`src/rtl/timer_pkg.sv`:
```
package timer_pkg;
  localparam int DATA_W     = 32;
  localparam int CTRL_W     = 8;
  localparam int SRC_W      = 2;
  localparam int NUM_SRC    = 1 << SRC_W;
  localparam int PRE_W      = 3;
  localparam int PCNT_W     = (1 << PRE_W) - 1;
  localparam int START_BIT  = 0;
  localparam int RELOAD_BIT = 1;
  localparam int SRC_LSB    = 2;
  localparam int PRE_LSB    = 4;
  localparam int SINGLE_BIT = 7;

  // word offset inside a 16-byte slot
  localparam logic [1:0] OFF_EN   = 2'd0;
  localparam logic [1:0] OFF_PEND = 2'd1;
  localparam logic [1:0] OFF_CTRL = 2'd0;
  localparam logic [1:0] OFF_INTV = 2'd1;
  localparam logic [1:0] OFF_CUR  = 2'd2;

  typedef struct packed {
    logic wrCtrl;
    logic wrIntv;
    logic wrCur;
  } chanStrobe_t;
endpackage

```
`src/rtl/timer_chans.sv`:
```
module timer_chans
  import timer_pkg::*;
#(
  parameter int NUM_CH = 6,
  parameter int CNT_W  = 32
) (
  input  logic                              clk,
  input  logic                              rstN,
  input  chanStrobe_t [NUM_CH-1:0]          strobes,
  input  logic [DATA_W-1:0]                 wrData,
  input  logic [NUM_SRC-1:0]                tickIn,
  output logic [NUM_CH-1:0][CTRL_W-1:0]     ctrlQ,
  output logic [NUM_CH-1:0][CNT_W-1:0]      intvQ,
  output logic [NUM_CH-1:0][CNT_W-1:0]      curQ,
  output logic [NUM_CH-1:0]                 expire
);
  for (genvar c = 0; c < NUM_CH; c++) begin : g_ch
    logic [CTRL_W-1:0] ctrlR;
    logic [CNT_W-1:0]  intvR;
    logic [CNT_W-1:0]  curR;
    logic [PCNT_W-1:0] preCnt;
    logic [SRC_W-1:0]  srcSel;
    logic [PRE_W-1:0]  preSel;
    logic [PCNT_W-1:0] preMask;
    logic running, srcTick, divTick, hit, reloadMode, startRise;

    assign running    = ctrlR[START_BIT];
    assign srcSel     = ctrlR[SRC_LSB +: SRC_W];
    assign preSel     = ctrlR[PRE_LSB +: PRE_W];
    assign preMask    = (PCNT_W'(1) << preSel) - PCNT_W'(1);
    assign srcTick    = tickIn[srcSel];
    assign divTick    = running & srcTick & ((preCnt & preMask) == preMask);
    assign hit        = divTick & (curR <= CNT_W'(1));
    assign reloadMode = ctrlR[RELOAD_BIT] & ~ctrlR[SINGLE_BIT];
    assign startRise  = strobes[c].wrCtrl & wrData[START_BIT] & ~running;

    always_ff @(posedge clk or negedge rstN) begin
      if (!rstN) begin
        ctrlR  <= '0;
        intvR  <= '0;
        curR   <= '0;
        preCnt <= '0;
      end else begin
        if (!running)     preCnt <= '0;
        else if (srcTick) preCnt <= preCnt + PCNT_W'(1);

        if (strobes[c].wrIntv) intvR <= wrData[CNT_W-1:0];

        if (strobes[c].wrCtrl)      ctrlR <= wrData[CTRL_W-1:0];
        else if (hit && !reloadMode) ctrlR[START_BIT] <= 1'b0;

        if (strobes[c].wrCur)             curR <= wrData[CNT_W-1:0];
        else if (startRise && curR == '0) curR <= intvR;
        else if (hit)                     curR <= reloadMode ? intvR : '0;
        else if (divTick)                 curR <= curR - CNT_W'(1);
      end
    end

    assign ctrlQ[c]  = ctrlR;
    assign intvQ[c]  = intvR;
    assign curQ[c]   = curR;
    assign expire[c] = hit;
  end
endmodule

```
`src/rtl/timer_regs.sv`:
```
module timer_regs
  import timer_pkg::*;
#(
  parameter int NUM_CH = 6,
  parameter int CNT_W  = 32,
  parameter int ADDR_W = 8
) (
  input  logic                          clk,
  input  logic                          rstN,
  input  logic [ADDR_W-1:0]             busAddr,
  input  logic                          busWrEn,
  input  logic [NUM_CH-1:0]             wrBits,
  input  logic [NUM_CH-1:0][CTRL_W-1:0] ctrlQ,
  input  logic [NUM_CH-1:0][CNT_W-1:0]  intvQ,
  input  logic [NUM_CH-1:0][CNT_W-1:0]  curQ,
  input  logic [NUM_CH-1:0]             expire,
  output chanStrobe_t [NUM_CH-1:0]      strobes,
  output logic [NUM_CH-1:0]             enQ,
  output logic [NUM_CH-1:0]             pendQ,
  output logic [DATA_W-1:0]             busRdData,
  output logic                          irq
);
  localparam int SLOT_W = ADDR_W - 4;

  logic [SLOT_W-1:0] slot;
  logic [1:0]        off;
  logic              aligned, globHit, wrEnReg, wrPendReg;

  assign slot      = busAddr[ADDR_W-1:4];
  assign off       = busAddr[3:2];
  assign aligned   = busAddr[1:0] == 2'b00;
  assign globHit   = aligned && slot == '0;
  assign wrEnReg   = busWrEn && globHit && off == OFF_EN;
  assign wrPendReg = busWrEn && globHit && off == OFF_PEND;

  for (genvar c = 0; c < NUM_CH; c++) begin : g_dec
    logic chHit;
    assign chHit             = aligned && slot == SLOT_W'(c + 1);
    assign strobes[c].wrCtrl = busWrEn && chHit && off == OFF_CTRL;
    assign strobes[c].wrIntv = busWrEn && chHit && off == OFF_INTV;
    assign strobes[c].wrCur  = busWrEn && chHit && off == OFF_CUR;
  end

  always_ff @(posedge clk or negedge rstN) begin
    if (!rstN) begin
      enQ   <= '0;
      pendQ <= '0;
    end else begin
      if (wrEnReg) enQ <= wrBits;
      pendQ <= (pendQ & ~(wrPendReg ? wrBits : '0)) | expire;
    end
  end

  always_comb begin
    busRdData = '0;
    if (globHit) begin
      if (off == OFF_EN)   busRdData = DATA_W'(enQ);
      if (off == OFF_PEND) busRdData = DATA_W'(pendQ);
    end
    for (int c = 0; c < NUM_CH; c++) begin
      if (aligned && slot == SLOT_W'(c + 1)) begin
        case (off)
          OFF_CTRL: busRdData = DATA_W'(ctrlQ[c]);
          OFF_INTV: busRdData = DATA_W'(intvQ[c]);
          OFF_CUR:  busRdData = DATA_W'(curQ[c]);
          default:  busRdData = '0;
        endcase
      end
    end
  end

  assign irq = |(enQ & pendQ);
endmodule

```
`src/rtl/tick_timer_bank.sv`:
```
module tick_timer_bank
  import timer_pkg::*;
#(
  parameter int NUM_CH = 6,
  parameter int CNT_W  = 32,
  parameter int ADDR_W = 8
) (
  input  logic                clk,
  input  logic                rstN,
  input  logic [ADDR_W-1:0]   busAddr,
  input  logic                busWrEn,
  input  logic [DATA_W-1:0]   busWrData,
  output logic [DATA_W-1:0]   busRdData,
  input  logic [NUM_SRC-1:0]  tickIn,
  output logic                irq
);
  chanStrobe_t [NUM_CH-1:0]          strobes;
  logic [NUM_CH-1:0][CTRL_W-1:0]     ctrlQ;
  logic [NUM_CH-1:0][CNT_W-1:0]      intvQ;
  logic [NUM_CH-1:0][CNT_W-1:0]      curQ;
  logic [NUM_CH-1:0]                 expire;
  logic [NUM_CH-1:0]                 enQ;
  logic [NUM_CH-1:0]                 pendQ;

  timer_regs #(.NUM_CH(NUM_CH), .CNT_W(CNT_W), .ADDR_W(ADDR_W)) u_regs (
    .clk(clk), .rstN(rstN), .busAddr(busAddr), .busWrEn(busWrEn),
    .wrBits(busWrData[NUM_CH-1:0]), .ctrlQ(ctrlQ), .intvQ(intvQ), .curQ(curQ),
    .expire(expire), .strobes(strobes), .enQ(enQ), .pendQ(pendQ),
    .busRdData(busRdData), .irq(irq)
  );

  timer_chans #(.NUM_CH(NUM_CH), .CNT_W(CNT_W)) u_chans (
    .clk(clk), .rstN(rstN), .strobes(strobes), .wrData(busWrData),
    .tickIn(tickIn), .ctrlQ(ctrlQ), .intvQ(intvQ), .curQ(curQ), .expire(expire)
  );
endmodule

```
`config.mk`:
```
export PLATFORM = sky130hd
export DESIGN_NAME = tick_timer_bank
export DESIGN_NICKNAME = d
export VERILOG_FILES = /design/src/rtl/timer_pkg.sv /design/src/rtl/timer_chans.sv /design/src/rtl/timer_regs.sv /design/src/rtl/tick_timer_bank.sv
export SDC_FILE = /design/constraint.sdc
export NUM_CORES = 1
export LEC_CHECK = 0
export CAP_MARGIN = 25
export CELL_PAD_IN_SITES_DETAIL_PLACEMENT = 1
export CELL_PAD_IN_SITES_GLOBAL_PLACEMENT = 1
export CORE_ASPECT_RATIO = 0.8
export CORE_MARGIN = 2
export CORE_UTILIZATION = 40
export CTS_CLUSTER_DIAMETER = 80
export DETAILED_ROUTE_END_ITERATION = 8
export DONT_BUFFER_PORTS = 1
export PLACE_DENSITY_LB_ADDON = 0.1
export SKIP_CTS_REPAIR_TIMING = 1
export SLEW_MARGIN = 40
export SYNTH_ARGS = -nofsm -noshare
export SYNTH_HDL_FRONTEND = slang
export SYNTH_SLANG_ARGS = --single-unit
```
`constraint.sdc`:
```
create_clock -name clk -period 3.15 [get_ports clk]
set_input_delay 0 -clock clk [delete_from_list [all_inputs] [get_ports clk]]
set_output_delay 0 -clock clk [all_outputs]
set_load 0.01 [all_outputs]
```
==> flow_summary_export.csv <==
group,metric,value,unit
status,status,"finished, violations left",
status,violations,"hold timing, slew limit",
grt,grt_pass1_wl,189000,um
critical_path,crit_path_max_fanout,5,
place,place_inst,3997,
clock_tree,cts_inserted_buffers,56,
routing,post-route-drc-count,0,
synth,ys_ff_latch,486,
routing,avgViaCountPerCell,6.63,
clock_tree,clkSinkCount,486,
floorplanning,die_h,247,um
sta,finalCritPeriodShare,96.4,%
clock_tree,clock_latency,640,ps
sta,skew,12.0,ps
synth,synthesis.area,29500,sq um
synth,synthFlopType,"dfrtp_1",
floorplanning,fp.dieArea,75800,sq um
worst_hold_path,hp-class,"in2async",
place,placed_area,31200,sq um
grt,gr-usage-met3,6.99,%
sta,setup_viol,0,
power_and_ir_drop,p_total,22.2,mW
layout,synthToLayoutAreaGrowth,15.4,%
critical_path,crit_type,"reg2out",
critical_path,critPathMaxStageDelay,400,ps
routing,avgRoutedWirePerCell,31.3,um
clock_tree,cts_tree,"yes",
synth,syn_nets,3219,
routing,drtAntennaViolNets,0,
layout,drive_gt1_share,18.0,%
routing,wl,131000,um
floorplanning,initial_core_util,40.7,%
power_and_ir_drop,p_per_area,653,nW/um^2
grt,grt_start_max_net_pins,487,
clock_tree,clk_pin_slew,60,ps
layout,nFillCells,8071,
critical_path,cp_cell_sequence,"buf_4 -> mux2i_1 -> nor2_1 -> a211oi_1 -> a21oi_1 -> a22oi_1 -> o22ai_1 -> nand3_1 -> o21ai_0 -> buf_4",
sta,timing.hold.ws,-941,ps
sta,fmaxAchievable,0.329,GHz
grt,grt_use_met2,53.0,%
synth,async_flop_share,100,%
critical_path,critPathLaunchType,"flop",
synth,synth.distinct_cells,83,
grt,grt_antenna_before_repair,8,
layout,nets,3254,
critical_path,timing.critical_path.mode_cell,"buf_4",
synth,yosys_warnings,0,
synth,yosysSeqAreaShare,41.3,%
place,place.gp.congestion,0.939,
critical_path,cp_slowest_cell,"a211oi_1",
critical_path,worst_setup_path_end_kind,"primary output",
layout,instances_no_fill,4174,
critical_path,cp.required,3150,ps
grt,use_met1,45.6,%
sta,drv_slew,276,
floorplanning,die_x,307,um
layout,layout_common_cells,"486 x dfrtp_1, 268 x nor2_1, 239 x mux2_2",
grt,grt_overflow,0,
sta,relSlewSlack,-50.7,%
layout,final_area,34000,sq um
grt,first_global_vias,27800,
place,numPortBuffers,0,
sta,worst_slew_pin_slew,2260,ps
sta,hold_violations,491,
routing,drtPass1Iterations,5,
place,hpwl,88500,um
routing,vias,27700,
floorplanning,num_rows,88,
synth,avgSynthCellArea,9.37,sq um
synth,synth_edf_count,0,
floorplanning,core-area,72400,sq um
power_and_ir_drop,ir_drop,0.450,mV
clock_tree,clk_path_buf_depth,3,
power_and_ir_drop,power.leakage,14.4,nW
routing,dr.first_iter.drc_count,2536,
synth,synth_cells,3145,
run,max_cap_violations,0,
layout,final_common_cell,"dfrtp_1",
floorplanning,io_pins,80,
grt,busiest_layer,"met2",
critical_path,critPathArrivalTime,3040,ps
clock_tree,cts_max_level,2,
sta,finalCriticalPeriod,3040,ps
clock_tree,clock-root-buffer,"clkbuf_16",
sta,rsz0062_at_grt,"no",
grt,grt_util_all_layers,33.5,%
==> logic make-up after synthesis <==
logic type,Yosys count,synth area share [%]
AO/OA/AOI/OAI,943,21.4
XOR/XNOR,176,5.28
adder cells (fa/ha/maj),27,1.15
buffers and inverters,287,3.84
flip-flops,486,41.3
multiplexers,301,11.5
AND/OR/NAND/NOR,925,15.6
==> worst max-delay path, delay by kind of cell, from the launching register on <==
| family | cells | cell delay, ps |
|---|---|---|
| buffers and inverters | 2 | 430 |
| flip-flops | 1 | 370 |
| AND/OR/NAND/NOR | 2 | 210 |
| multiplexers | 1 | 260 |
| AO/OA/AOI/OAI | 5 | 1150 |
==> layer usage <==
layer  part of all wire [%]  vias up
li1                       -    11900
met1                     43    14500
met2                     45     1047
met3                    8.3      225
met4                    3.5        4
met5                  0.018        -
==> final timing paths <==
check | start | to | slack [ps] | cells past startpoint
hold reg to reg | u_chans.g_ch[5].intvR[7] | u_chans.g_ch[5].curR[7] | 520 | 2
setup / recovery | u_chans.g_ch[1].ctrlR[6] | busRdData[6] | 110 | 10
hold / removal | rstN | u_chans.g_ch[0].preCnt[3] | -940 | 0
min in group clk | busAddr[0] | u_chans.g_ch[2].ctrlR[0] | -30 | 3
setup reg to reg | u_chans.g_ch[1].curR[25] | u_chans.g_ch[1].curR[12] | 130 | 8
max in group asynchronous | rstN | u_chans.g_ch[5].intvR[1] | 2300 | 0
==> layout make-up <==
class	instances	area (sq um)	share of cell area, %
Multi-Input combinational cell	2372	16300	48.0
Sequential cell	486	12200	35.8
Timing Repair Buffer	237	2290	6.74
Clock buffer	74	1580	4.65
Tap cell	945	1180	3.48
Clock inverter	30	353	1.04
Inverter	27	101	0.298
Antenna cell	3	7.51	0.0221
==> metrics by stage <==
step	util, %	setup WS, ps	hold slack (ps)	TNS, ps
6_report	46.9	112	-941	0
5_1_grt	46.9	0.704	-965	0
4_1_cts	45.7	-4.65	-938	-4.65
3_5_place_dp	43.0	28.2	-258	0
3_3_place_gp	43.0	177	-255	0
2_1_floorplan	-	241	-296	0
==> report_power, final <==
| part | switching, mW | leakage (nW) | internal [mW] | total, mW |
|---|---|---|---|---|
| combinational | 3.26 | 7.00 | 2.52 | 5.78 |
| sequential | 1.89 | 6.47 | 7.44 | 9.33 |
| clock | 2.92 | 0.972 | 4.16 | 7.08 |
| total | 8.07 | 14.4 | 14.1 | 22.2 |
==> synth_stat cells (6+ instances only) <==
| cell | count | area share (%) |
|---|---|---|
| a211oi_1 | 18 | 0.46 |
| o21ai_0 | 170 | 2.9 |
| dfrtp_1 | 486 | 41 |
| mux4_2 | 6 | 0.46 |
| buf_2 | 29 | 0.49 |
| a221o_1 | 14 | 0.48 |
| or2_2 | 9 | 0.19 |
| xor2_1 | 85 | 2.5 |
| o211ai_1 | 14 | 0.36 |
| nand2_1 | 206 | 2.6 |
| a21boi_0 | 12 | 0.31 |
| a31oi_1 | 17 | 0.36 |
| nand2b_1 | 24 | 0.51 |
| mux2i_1 | 56 | 1.9 |
| or4_1 | 20 | 0.51 |
| o22ai_1 | 159 | 3.4 |
| and3_1 | 16 | 0.34 |
| a22oi_1 | 131 | 3.3 |
| o31ai_1 | 13 | 0.33 |
| a21o_1 | 7 | 0.18 |
| mux2_2 | 239 | 9.1 |
| o221ai_1 | 26 | 0.77 |
| buf_1 | 24 | 0.31 |
| inv_1 | 27 | 0.34 |
| o21ai_1 | 7 | 0.12 |
| and2_1 | 41 | 0.87 |
| nor2_1 | 273 | 3.5 |
| a22o_1 | 25 | 0.74 |
| o311ai_0 | 6 | 0.18 |
| nor3_1 | 91 | 1.5 |
| nor2b_1 | 28 | 0.59 |
| nor4_1 | 43 | 0.91 |
| clkbuf_1 | 203 | 2.6 |
| nor3b_1 | 12 | 0.31 |
| xnor2_1 | 89 | 2.6 |
| nand3_1 | 62 | 1.1 |
| nand4_1 | 22 | 0.47 |
| or3_1 | 44 | 0.93 |
| a21oi_1 | 169 | 2.9 |
| a221oi_1 | 110 | 3.3 |
| ha_1 | 27 | 1.1 |
==> sequential cells by signal, summed over array words and instances (netlist names) <==
| signal | count |
|---|---|
| u_chans.g_ch.ctrlR | 48 |
| u_chans.g_ch.curR | 192 |
| u_chans.g_ch.intvR | 192 |
| u_chans.g_ch.preCnt | 42 |
| u_regs.enQ | 6 |
| u_regs.pendQ | 6 |
Power figures use the tool's default switching activity.
